<file path="src/rtl/irq_status_unit.sv">
module irq_status_unit #(
  parameter int ADDR_W = 8,
  parameter int DMA_W  = 10
) (
  input  logic              clk,
  input  logic              rst_n,
  input  logic [ADDR_W-1:0] reg_addr,
  input  logic              reg_wr,
  input  logic [31:0]       reg_wdata,
  output logic [31:0]       reg_rdata,
  input  logic [29:0]       src_set,
  input  logic              card_insert,
  input  logic              card_remove,
  input  logic [DMA_W-1:0]  dma_set,
  output logic              irq
);
  localparam logic [ADDR_W-1:0] A_CTRL = ADDR_W'(8'h00);
  localparam logic [ADDR_W-1:0] A_MASK = ADDR_W'(8'h04);
  localparam logic [ADDR_W-1:0] A_MSTS = ADDR_W'(8'h08);
  localparam logic [ADDR_W-1:0] A_RAW  = ADDR_W'(8'h0C);
  localparam logic [ADDR_W-1:0] A_CARD = ADDR_W'(8'h10);
  localparam logic [ADDR_W-1:0] A_DMA  = ADDR_W'(8'h14);
  localparam int IEN_BIT = 4;
  localparam int SUM_BIT = 8;
  localparam logic [31:0] CTRL_RST = 32'h0000_0300;
  localparam logic [31:0] SELF_CLR = 32'h0000_0007;

  logic [31:0]      ctrl_q, mask_q, raw_q;
  logic             present_q;
  logic [DMA_W-1:0] dma_q;

  wire ins = card_insert & ~card_remove;
  wire rem = card_remove & ~card_insert;

  wire [31:0] raw_set = {rem, ins, src_set};
  wire [31:0] raw_hwclr = {ins, rem, 30'd0};
  wire [31:0] raw_swclr = (reg_wr && (reg_addr == A_MSTS || reg_addr == A_RAW)) ? reg_wdata : 32'd0;
  wire [31:0] raw_d = (raw_q & ~raw_swclr & ~raw_hwclr) | raw_set;

  wire [DMA_W-1:0] dma_sum = (|dma_set[1:0]) ? DMA_W'(1) << SUM_BIT : '0;
  wire [DMA_W-1:0] dma_swclr = (reg_wr && reg_addr == A_DMA) ? reg_wdata[DMA_W-1:0] : '0;
  wire [DMA_W-1:0] dma_d = (dma_q & ~dma_swclr) | dma_set | dma_sum;

  always_ff @(posedge clk) begin
    if (!rst_n) begin
      ctrl_q    <= CTRL_RST;
      mask_q    <= '0;
      raw_q     <= '0;
      present_q <= 1'b1;
      dma_q     <= '0;
    end else begin
      raw_q <= raw_d;
      dma_q <= dma_d;
      if (ins) present_q <= 1'b1;
      else if (rem) present_q <= 1'b0;
      if (reg_wr && reg_addr == A_CTRL) ctrl_q <= reg_wdata & ~SELF_CLR;
      if (reg_wr && reg_addr == A_MASK) mask_q <= reg_wdata;
    end
  end

  always_comb begin
    case (reg_addr)
      A_CTRL:  reg_rdata = ctrl_q;
      A_MASK:  reg_rdata = mask_q;
      A_MSTS:  reg_rdata = raw_q & mask_q;
      A_RAW:   reg_rdata = raw_q;
      A_CARD:  reg_rdata = {23'd0, present_q, 8'd0};
      A_DMA:   reg_rdata = 32'(dma_q);
      default: reg_rdata = 32'd0;
    endcase
  end

  assign irq = ctrl_q[IEN_BIT] & (|(raw_q & mask_q));

  AST_IRQ_GATED: assert property (@(posedge clk) disable iff (!rst_n)
    !ctrl_q[IEN_BIT] |-> !irq);
  AST_CLEAR_TAKES: assert property (@(posedge clk) disable iff (!rst_n)
    (reg_wr && reg_addr == A_RAW) |=> ((raw_q & $past(reg_wdata) & ~$past({card_remove, card_insert, src_set})) == 32'd0));
  AST_CARD_EXCL: assert property (@(posedge clk) disable iff (!rst_n)
    !(raw_q[30] && raw_q[31]));
  AST_CTRL_SELFCLR: assert property (@(posedge clk) disable iff (!rst_n)
    (reg_wr && reg_addr == A_CTRL) |=> (ctrl_q == ($past(reg_wdata) & ~SELF_CLR)));
  AST_DMA_SUMMARY: assert property (@(posedge clk) disable iff (!rst_n)
    (|dma_set[1:0]) |=> dma_q[SUM_BIT]);
  AST_SET_WINS: assert property (@(posedge clk) disable iff (!rst_n)
    (|src_set) |=> ((raw_q[29:0] & $past(src_set)) == $past(src_set)));
endmodule

</file>
<file path="config.mk">
export PLATFORM = sky130hd
export DESIGN_NAME = irq_status_unit
export DESIGN_NICKNAME = d
export VERILOG_FILES = /design/src/rtl/irq_status_unit.sv
export SDC_FILE = /design/constraint.sdc
export NUM_CORES = 1
export LEC_CHECK = 0
export CAP_MARGIN = 15
export CORE_MARGIN = 8
export CORE_UTILIZATION = 54
export DETAILED_ROUTE_END_ITERATION = 16
export GPL_TIMING_DRIVEN = 0
export PLACE_DENSITY = 0.86
export SYNTH_ARGS = -nofsm -noshare
export SYNTH_HDL_FRONTEND = slang
export SYNTH_SLANG_ARGS = --single-unit
</file>
<file path="constraint.sdc">
create_clock -name clk -period 4.8 [get_ports clk]
set_input_delay 0.96 -clock clk [delete_from_list [all_inputs] [get_ports clk]]
set_output_delay 0.96 -clock clk [all_outputs]
set_load 0.05 [all_outputs]
</file>
==> run_results.csv, run 1 <==
group,metric,value,unit
routing,wl_per_cell,20.7,microns
flow_run,max_cap_violations,0,
place,place.gp.congestion,0.901,
place,dpl-instance-area,0.00618,sq mm
setup_path,crit_start,"reg_addr[2]",
pwr,ir_drop,196,uV
routing,detail_route.iter0.violations,565,
sta,max_freq,0.212,GHz
global_routing,grt_pass1_wl,27100,microns
routing,vias_per_cell,6.26,
layout,antenna_cells,0,
synth,synth_top_area_share,42.7,%
synth,synth_area_leaders,"dfxtp_1 43%, o21ai_0 7.5%, o21ai_2 5.7%, nand3_1 5.2%, a31oi_1 4.2%",
hold_path,hold_depth,2,
sta,worst_slew_pin_slew,698,ps
clocking,clockBufferDepth,2,
routing,drc,0,
clocking,htreeDepth,3,
sta,hold_violations,0,
routing,dr.pass1.iters,5,
pwr,powerDensity,260,mW/mm^2
sta,min_period_over_period,98.4,%
setup_path,cp_cell_sequence,"clkdlybuf4s50_1, buf_2, or2_2, clkbuf_1, clkbuf_1, o22ai_1, nor3_1, clkdlybuf4s50_1",
routing,highest_layer,"met4",
hold_path,hp-class,"flip-flop to flip-flop",
synth,ys_seq_area_share,42.7,%
floorplan,io_pins,118,
setup_path,slowest_stage,"clkdlybuf4s50_1",
layout,post-route-util,73.0,%
setup_path,cp.arrival,3760,ps
layout,drive_above_1_share,10.3,%
routing,wl_met1,7140,microns
global_routing,grt_pass1_vias,5188,
floorplan,initial_utilization,55.7,%
global_routing,gr-usage-all-layers,26.6,%
setup_path,crit_buf_inv,5,
clocking,cts_setup_buffers,0,
setup_path,crit_end,"reg_rdata[28]",
routing,antenna_left,0,
layout,fin_area,0.00640,sq mm
place,post-place-ws,-61.7,ps
layout,num-fill-cells,698,
floorplan,die_w,111,microns
sta,fin_ws,76.6,ps
sta,rsz0062_at_grt,"no",
setup_path,worst-path-stages,8,
routing,met3RoutedLength,1500,microns
global_routing,antenna_found_initial,0,
clocking,numCtsBuffers,9,
sta,setup_viol,0,
setup_path,max_stage_delay,840,ps
place,dp_hpwl,12700,microns
synth,async_flop_share,0,%
synth,synth_edf_count,0,
clocking,cts_tree,"done",
synth,synth.avg_cell_area,8.31,sq um
synth,synth-seq-cells,104,
run_status,status,"complete, no violations",
place,port_buffers,116,
routing,drt_wl_total,17100,microns
synth,syn-num-nets,672,
setup_path,cp_max_fo,10,
setup_path,cp-end-kind,"output pin",
sta,slew_headroom,53.5,%
synth,synth_flop_cell,"dfxtp_1",
setup_path,rr_startpoint,"dma_q[8]",
synth,synth_cell_types,42,
pwr,power.total,0.00166,W
pwr,leakagePower,2.63,nW
sta,slew_viol_final,0,
layout,finalNetCount,799,
synth,syn_area,0.00488,sq mm
layout,syn2layout_area_growth,31.2,%
setup_path,reg2reg_setup_slack,3860,ps
floorplan,die_h,111,microns
sta,period_minus_slack,4720,ps
setup_path,reg2reg_depth,2,
synth,yosys.area.top_type,"dfxtp_1",
global_routing,grt_max_degree,19,
setup_path,critPathLaunchType,"input port",
clocking,clock_latency,360,ps
floorplan,rows,34,
place,dp_cells,811,
routing,dr_wl_met2,8100,microns
sta,clock_skew,0,ps
setup_path,worstSetupPathType,"input port to output pin",
floorplan,design.core.area,0.00876,sq mm
setup_path,crit_family,"buffers and inverters",
clocking,clkTransAtPathRegs,100,ps
setup_path,cp.required,3840,ps
synth,yosys_warnings,0,
clocking,clock_sinks,104,
routing,via_count,5169,
global_routing,grt_overflow_total,0,
synth,synthCells,587,
layout,instances_no_fill,826,
floorplan,dieArea,0.0123,sq mm
setup_path,rr_endpoint,"dma_q[8]",
clocking,cts-root-buf,"clkbuf_8",
==> state kept, by name (all words and copies together), names as in the netlist <==
signal,count
raw_q,32
mask_q,32
ctrl_q,29
present_q,1
dma_q,10
==> tightest hold or removal path, delay by kind of cell, from the launching register on <==
family	cells	cell delay, ps
flip-flops	1	320
AND/OR/NAND/NOR	1	50
AO/OA/AOI/OAI	1	60
==> layout make-up <==
| cell class | count | area [sq um] | share of cell area [%] |
|---|---|---|---|
| tap | 108 | 135 | 2.11 |
| clock inverter | 6 | 53.8 | 0.841 |
| buffer | 48 | 238 | 3.71 |
| multi-input combinational | 395 | 2420 | 37.8 |
| clock buffer | 9 | 124 | 1.94 |
| timing repair buffer | 116 | 1200 | 18.8 |
| sequential | 104 | 2080 | 32.5 |
| inverter | 40 | 150 | 2.35 |
==> placed cells by master, fill, tap and decap left out, types with 2 or more instances in the layout <==
cell	count
clkbuf_8	9
clkbuf_2	2
nand2b_1	2
a21oi_1	4
inv_1	40
buf_1	7
nor2b_1	23
buf_6	7
clkbuf_1	30
nand3_2	8
a41oi_1	13
o21ai_2	32
mux2i_1	5
nor2_1	9
a32oi_1	3
nand3_1	51
or4_4	2
nor3_1	24
a22oi_1	10
a221oi_1	4
clkinv_4	3
buf_2	2
mux2_2	3
a22o_1	4
a31oi_1	33
o21ai_0	73
dfxtp_1	104
clkdlybuf4s50_1	100
nand4_1	4
a21boi_0	2
dlymetal6s2s_1	16
o22ai_1	28
nand2_1	43
==> timing repair <==
action | 4_1_cts | 5_1_grt
gates resized for setup | 1 | 20
endpoints found under the setup margin | 4 | 17
hold buffers | 0 | 0
pin swaps | 0 | 0
==> cell usage after synthesis (3+ instances only) <==
cell	instances
a22oi_1	10
a21oi_1	4
o22ai_1	28
nand3_2	8
nand4_1	4
a31oi_1	33
nand3_1	51
mux2_2	3
a41oi_1	13
nor2b_1	23
buf_1	7
mux2i_1	5
o21ai_2	32
o21ai_0	73
inv_1	40
a22o_1	4
nor3_1	25
clkbuf_1	32
dfxtp_1	104
nand2_1	43
a221oi_1	4
a32oi_1	3
nor2_1	9
buf_6	7
==> worst min path at each step <==
stage / from / end
after floorplan: ctrl_q[8] / ctrl_q[8]
after global placement: ctrl_q[30] / ctrl_q[30]
after detailed placement: ctrl_q[23] / ctrl_q[23]
after CTS: ctrl_q[23] / ctrl_q[23]
after global routing: ctrl_q[29] / ctrl_q[29]
final: ctrl_q[23] / ctrl_q[23]
==> metrics by stage <==
step	setup TNS, ps	hold WS [ps]
floorplan	0	440
global placement	-13.0	455
detailed placement	-92.5	467
CTS	0	483
global route	0	505
finish	0	481
==> routing by layer <==
layer | track usage (%) | vias up
li1 | - | 2392
met1 | 33.3 | 2457
met2 | 43.1 | 293
met3 | 6.44 | 27
met4 | 10.2 | 0
met5 | 0 | -
==> where the power goes <==
group          switching, W  internal (W)  total, W
sequential        0.0000248      0.000889  0.000914
clock              0.000325      0.000194  0.000520
combinational      0.000118      0.000110  0.000228
==> kinds of logic (layout without fill, tap and decap cells) <==
kind of cell	count (synthesis)	count (layout)	synth area share, %
AOI/OAI and AO/OA	211	211	28.5
and+or+nand+nor	174	174	18.6
xor gates and xnor gates	1	1	0.180
buffers and inverters	88	219	7.90
muxes	9	9	2.18
DFF	104	104	42.7
(Power assumes the default switching activity.)
==> run 2: changes to the inputs <==
Settings changed: CELL_PAD_IN_SITES_DETAIL_PLACEMENT set to 0, CELL_PAD_IN_SITES_GLOBAL_PLACEMENT set to 1, CORE_UTILIZATION 54 to 39, PLACE_DENSITY 0.86 to unset, PLACE_DENSITY_LB_ADDON set to 0.1.
==> run 2 against run 1 <==
- hold slack worse by 7.8 ps
- sequential power about the same
- utilization down 20 points
- critical path type unchanged
- critical endpoint is now reg_rdata[11]
- largest cell class unchanged
- largest power group unchanged
- highest routed layer unchanged
==> run_results.csv, run 2 (synthesized netlist as in run 1, its figures left out) <==
group,metric,value,unit
run_status,status,"complete, no violations",
sta,clock_skew,0,ps
routing,via_count,5099,
clocking,cts_tree,"done",
layout,drive_above_1_share,10.7,%
layout,finalNetCount,799,
pwr,p_switching,0.000487,W
floorplan,initial_utilization,39.3,%
routing,drc,0,
routing,vias_per_cell,5.72,
pwr,swShare,24.8,%
layout,num-fill-cells,1203,
sta,rsz0062_at_grt,"yes",
clocking,htreeDepth,3,
clocking,clock_sinks,104,
setup_path,reg2reg_setup_slack,3910,ps
sta,slew_headroom,44.8,%
clocking,clock_latency,350,ps
routing,dr_wl_met2,8410,microns
routing,met3RoutedLength,1260,microns
layout,final_common_cell,"dfxtp_1",
pwr,power.total,0.00196,W
place,dp_cells,875,
pwr,leakagePower,2.73,nW
pwr,p_seq_share,46.6,%
setup_path,cp_max_fo,10,
floorplan,die_w,128,microns
pwr,pwr-share-comb,11.7,%
floorplan,io_pins,118,
sta,max_freq,0.210,GHz
global_routing,grt_overflow_total,0,
routing,dr.pass1.iters,5,
pwr,p_clk_share,41.7,%
sta,setup_viol,0,
place,dp_hpwl,13200,microns
layout,most-common-layout-cells,"104 x dfxtp_1, 97 x clkdlybuf4s50_1, 73 x o21ai_0",
global_routing,gr-usage-all-layers,22.1,%
layout,instances_no_fill,891,
floorplan,die_h,128,microns
sta,worst_slew_pin_slew,828,ps
routing,drt_wl_total,18100,microns
layout,top_regs,"mask_q (32), raw_q (32), ctrl_q (29)",
setup_path,cp.arrival,3810,ps
global_routing,antenna_found_initial,0,
routing,wl_per_cell,20.4,microns
layout,antenna_cells,0,
floorplan,rows,41,
sta,period_minus_slack,4770,ps
setup_path,cp.required,3840,ps
sta,slew_viol_final,0,
clocking,numCtsBuffers,9,
pwr,powerDensity,295,mW/mm^2
floorplan,design.core.area,0.0124,sq mm
routing,antenna_left,0,
sta,min_period_over_period,99.4,%
clocking,cts-root-buf,"clkbuf_16",
floorplan,dieArea,0.0163,sq mm
setup_path,reg2reg_depth,2,
setup_path,rr_startpoint,"dma_q[8]",
pwr,ir_drop,304,uV
place,port_buffers,116,
hold_path,min-delay-start,"ctrl_q[23]",
clocking,clockBufferDepth,2,
setup_path,cp-end-kind,"output pin",
hold_path,hp-class,"flip-flop to flip-flop",
layout,syn2layout_area_growth,36.1,%
setup_path,slowest_stage,"clkdlybuf4s50_1",
hold_path,min_delay_worst_endpoint,"ctrl_q[23]",
place,place.gp.congestion,0.842,
routing,wl_met1,8090,microns
global_routing,grt_max_degree,18,
setup_path,max_stage_delay,860,ps
setup_path,worstSetupPathType,"input port to output pin",
global_routing,grt_pass1_wl,28000,microns
sta,hold_violations,0,
flow_run,max_cap_violations,0,
setup_path,cpMostUsedCell,"clkdlybuf4s50_1",
global_routing,grt_pass1_vias,4995,
setup_path,cp_cell_sequence,"clkdlybuf4s50_1, buf_2, xnor2_1, clkbuf_1, o22ai_1, nor3_1, clkdlybuf4s50_1",
setup_path,rr_endpoint,"dma_q[8]",
routing,detail_route.iter0.violations,429,
routing,highest_layer,"met4",
clocking,clkTransAtPathRegs,70,ps
hold_path,hold_depth,2,
setup_path,critPathLaunchType,"input port",
clocking,ctsHoldBuffers,0,
pwr,power.internal,0.00147,W
## run 2: metrics by stage
stage	util, %	worst slack [ps]	cell area (sq um)	TNS [ps]	hold slack, ps
after floorplan	-	597	4880	0	440
final	53.5	29.5	6640	0	473
after CTS	53.1	12.1	6600	0	477
after global routing	53.5	-85.1	6640	-188	495
after global placement	50.4	-158	6260	-468	455
after detailed placement	50.4	-213	6260	-658	463
## run 2: final cells by class
type	count	area [sq um]	area share, %
Clock buffer	10	239	3.60
Sequential cell	104	2080	31.4
Tap cell	172	215	3.24
Inverter	40	150	2.26
Timing Repair Buffer	116	1200	18.1
Clock inverter	6	91.3	1.38
Buffer	48	239	3.60
Multi-Input combinational cell	395	2420	36.5
## run 2: routing by layer
metal	GRT usage (%)	up-vias
met5	0	-
met1	27.9	2436
met4	7.13	0
met3	5.87	33
met2	35.9	224
li1	-	2406
## run 2: timing repair
item | 4_1_cts | 5_1_grt
buffers inserted | 0 | 0
cloned | 0 | 0
pin swaps | 0 | 0
setup endpoints to repair | 8 | 23
gates resized for setup | 5 | 21
## run 2: critical path, delay by kind of cell
| kind | cells | cell delay [ps] |
|---|---|---|
| compound gates | 1 | 150 |
| xor+xnor | 1 | 410 |
| simple gates | 1 | 240 |
| buf+inv | 4 | 2030 |
## run 2: worst max-delay path by stage
stage / start / end / slack [ps] / cells after the start
2_1_floorplan: reg_addr[1] / reg_rdata[8] / 600 / 4
3_3_place_gp: reg_addr[1] / reg_rdata[8] / -160 / 6
3_5_place_dp: reg_addr[1] / reg_rdata[8] / -210 / 6
4_1_cts: reg_addr[2] / reg_rdata[11] / 10 / 8
5_1_grt: reg_addr[2] / reg_rdata[28] / -90 / 7
6_report: reg_addr[2] / reg_rdata[11] / 30 / 7
## run 2: power by group through the flow
stage / Sequential (W) / Combinational (W) / Clock, W
4_1_cts: 0.000913 / 0.000229 / 0.000824
6_report: 0.000913 / 0.000230 / 0.000817
3_3_place_gp: 0.000932 / 0.000223 / 0
5_1_grt: 0.000916 / 0.000251 / 0.000854
3_5_place_dp: 0.000932 / 0.000227 / 0
2_1_floorplan: 0.000921 / 0.000108 / 0
==> run 3: changes to the inputs <==
Settings changed: CTS_BUF_LIST set to sky130_fd_sc_hd__clkbuf_16, HOLD_SLACK_MARGIN set to 0.12.
==> run 3 against run 2 <==
- clock power decreased by 2.6%
- sequential power is essentially flat
- setup slack improved by 8.7 ps
- clock-buffer cell count fell by 1
- final area about the same
- non-clock buffer count unchanged
- sequential cell count is the same
- cell count did not move
- die area is the same
==> run_results.csv, run 3 (synthesized netlist as in run 1, its figures left out) <==
group,metric,value,unit
global_routing,use_met3,6.03,%
place,place.gp.congestion,0.842,
layout,final_common_cell,"dfxtp_1",
setup_path,cp_max_fo,10,
global_routing,grt_pass1_vias,4995,
pwr,leakagePower,2.78,nW
setup_path,critPathLaunchType,"input port",
clocking,clockBufferDepth,2,
global_routing,gr-usage-all-layers,22.1,%
layout,finalNetCount,799,
routing,detail_route.iter0.violations,417,
clocking,cts_tree,"done",
setup_path,cp-end-kind,"output pin",
clocking,numCtsBuffers,9,
routing,dr.pass1.iters,5,
clocking,clock_latency,350,ps
place,dp_hpwl,13200,microns
layout,syn2layout_area_growth,36.1,%
clocking,clock_sinks,104,
clocking,cts-root-buf,"clkbuf_16",
sta,min_period_over_period,99.2,%
layout,top_regs,"mask_q (32), raw_q (32), ctrl_q (29)",
sta,slew_viol_final,0,
pwr,powerDensity,292,mW/mm^2
global_routing,grt_max_degree,18,
flow_run,max_cap_violations,0,
setup_path,cp_cell_sequence,"clkdlybuf4s50_1, buf_2, xnor2_1, clkbuf_1, o22ai_1, nor3_1, clkdlybuf4s50_1",
floorplan,rows,41,
global_routing,grt_pass1_wl,27900,microns
sta,clock_skew,0,ps
setup_path,cp.arrival,3800,ps
floorplan,initial_utilization,39.3,%
sta,hold_violations,0,
floorplan,dieArea,0.0163,sq mm
setup_path,cpMostUsedCell,"clkdlybuf4s50_1",
routing,antenna_left,0,
hold_path,hp-class,"flip-flop to flip-flop",
global_routing,grt.busiest_layer,"met2",
clocking,clkTransAtPathRegs,70,ps
sta,rsz0062_at_grt,"no",
place,post-place-ws,-213,ps
place,port_buffers,116,
clocking,cts_setup_buffers,0,
setup_path,max_stage_delay,850,ps
run_status,status,"complete, no violations",
sta,fin_ws,38.2,ps
global_routing,grt_use_met1,27.8,%
layout,num-fill-cells,1203,
routing,wl_per_cell,20.4,microns
floorplan,die_w,128,microns
setup_path,cp.required,3840,ps
floorplan,die_h,128,microns
global_routing,met2_usage,35.8,%
sta,worst_slew_pin_slew,850,ps
layout,drive_above_1_share,10.7,%
setup_path,worstSetupPathType,"input port to output pin",
global_routing,antenna_found_initial,0,
routing,drc,0,
sta,max_freq,0.210,GHz
routing,vias_per_cell,5.68,
setup_path,reg2reg_setup_slack,3910,ps
clocking,htreeDepth,3,
layout,most-common-layout-cells,"104 x dfxtp_1, 94 x clkdlybuf4s50_1, 73 x o21ai_0",
routing,drt_wl_total,18200,microns
sta,slew_headroom,43.3,%
setup_path,slowest_stage,"clkdlybuf4s50_1",
floorplan,io_pins,118,
routing,via_count,5061,
global_routing,grt_overflow_total,0,
sta,finalSetupTns,0,ps
sta,holdWs,474,ps
pwr,ir_drop,305,uV
sta,setup_viol,0,
layout,antenna_cells,0,
floorplan,design.core.area,0.0124,sq mm
sta,period_minus_slack,4760,ps
==> run 3: final timing paths <==
check	startpoint	end	cells past startpoint
worst max-delay path	reg_addr[2]	reg_rdata[10]	7
worst min-delay path	ctrl_q[23]	ctrl_q[23]	2
worst max register to register	dma_q[8]	dma_q[8]	2
worst min register to register	ctrl_q[23]	ctrl_q[23]	2
==> run 3: critical path: cells and delay by family <==
kind	cells	cell delay (ps)
AO/OA/AOI/OAI	1	140
XOR/XNOR	1	430
buffers and inverters	4	2060
AND/OR/NAND/NOR	1	210
==> run 3: power breakdown <==
part	switching, W	internal [W]	leakage (nW)
logic	0.000120	0.000110	1.78
registers	0.0000244	0.000889	0.852
clock network	0.000338	0.000458	0.151
total	0.000483	0.00146	2.78
==> run 3: through the flow <==
step                      cell area, sq um  total power [W]  std cells  utilization (%)
after global routing                  6640          0.00200        891             53.5
after detailed placement              6260          0.00116        875             50.4
after global placement                6260          0.00116        875             50.4
final                                 6640          0.00194        891             53.5
after CTS                             6590          0.00195        891             53.0
after floorplan                       4880          0.00103        587                -
==> run 3: routing by layer <==
layer | vias up | part of all wire (%)
li1 | 2406 | -
met1 | 2425 | 45
met2 | 205 | 47
met3 | 25 | 6.4
met4 | 0 | 1.8
met5 | - | 0
==> run 3: area by class of cell <==
class	count	area (sq um)	area share [%]
multi-input combinational	395	2420	36.5
sequential	104	2080	31.4
tap	172	215	3.24
buffer	48	240	3.62
clock inverter	7	95.1	1.43
inverter	40	150	2.26
clock buffer	9	225	3.39
timing repair buffer	116	1210	18.2
==> run 3: what timing repair did <==
| action | 4_1_cts | 5_1_grt |
|---|---|---|
| hold buffers | 0 | 0 |
| cloned | 0 | 0 |
| gates resized for setup | 5 | 26 |
| setup endpoints to repair | 8 | 23 |
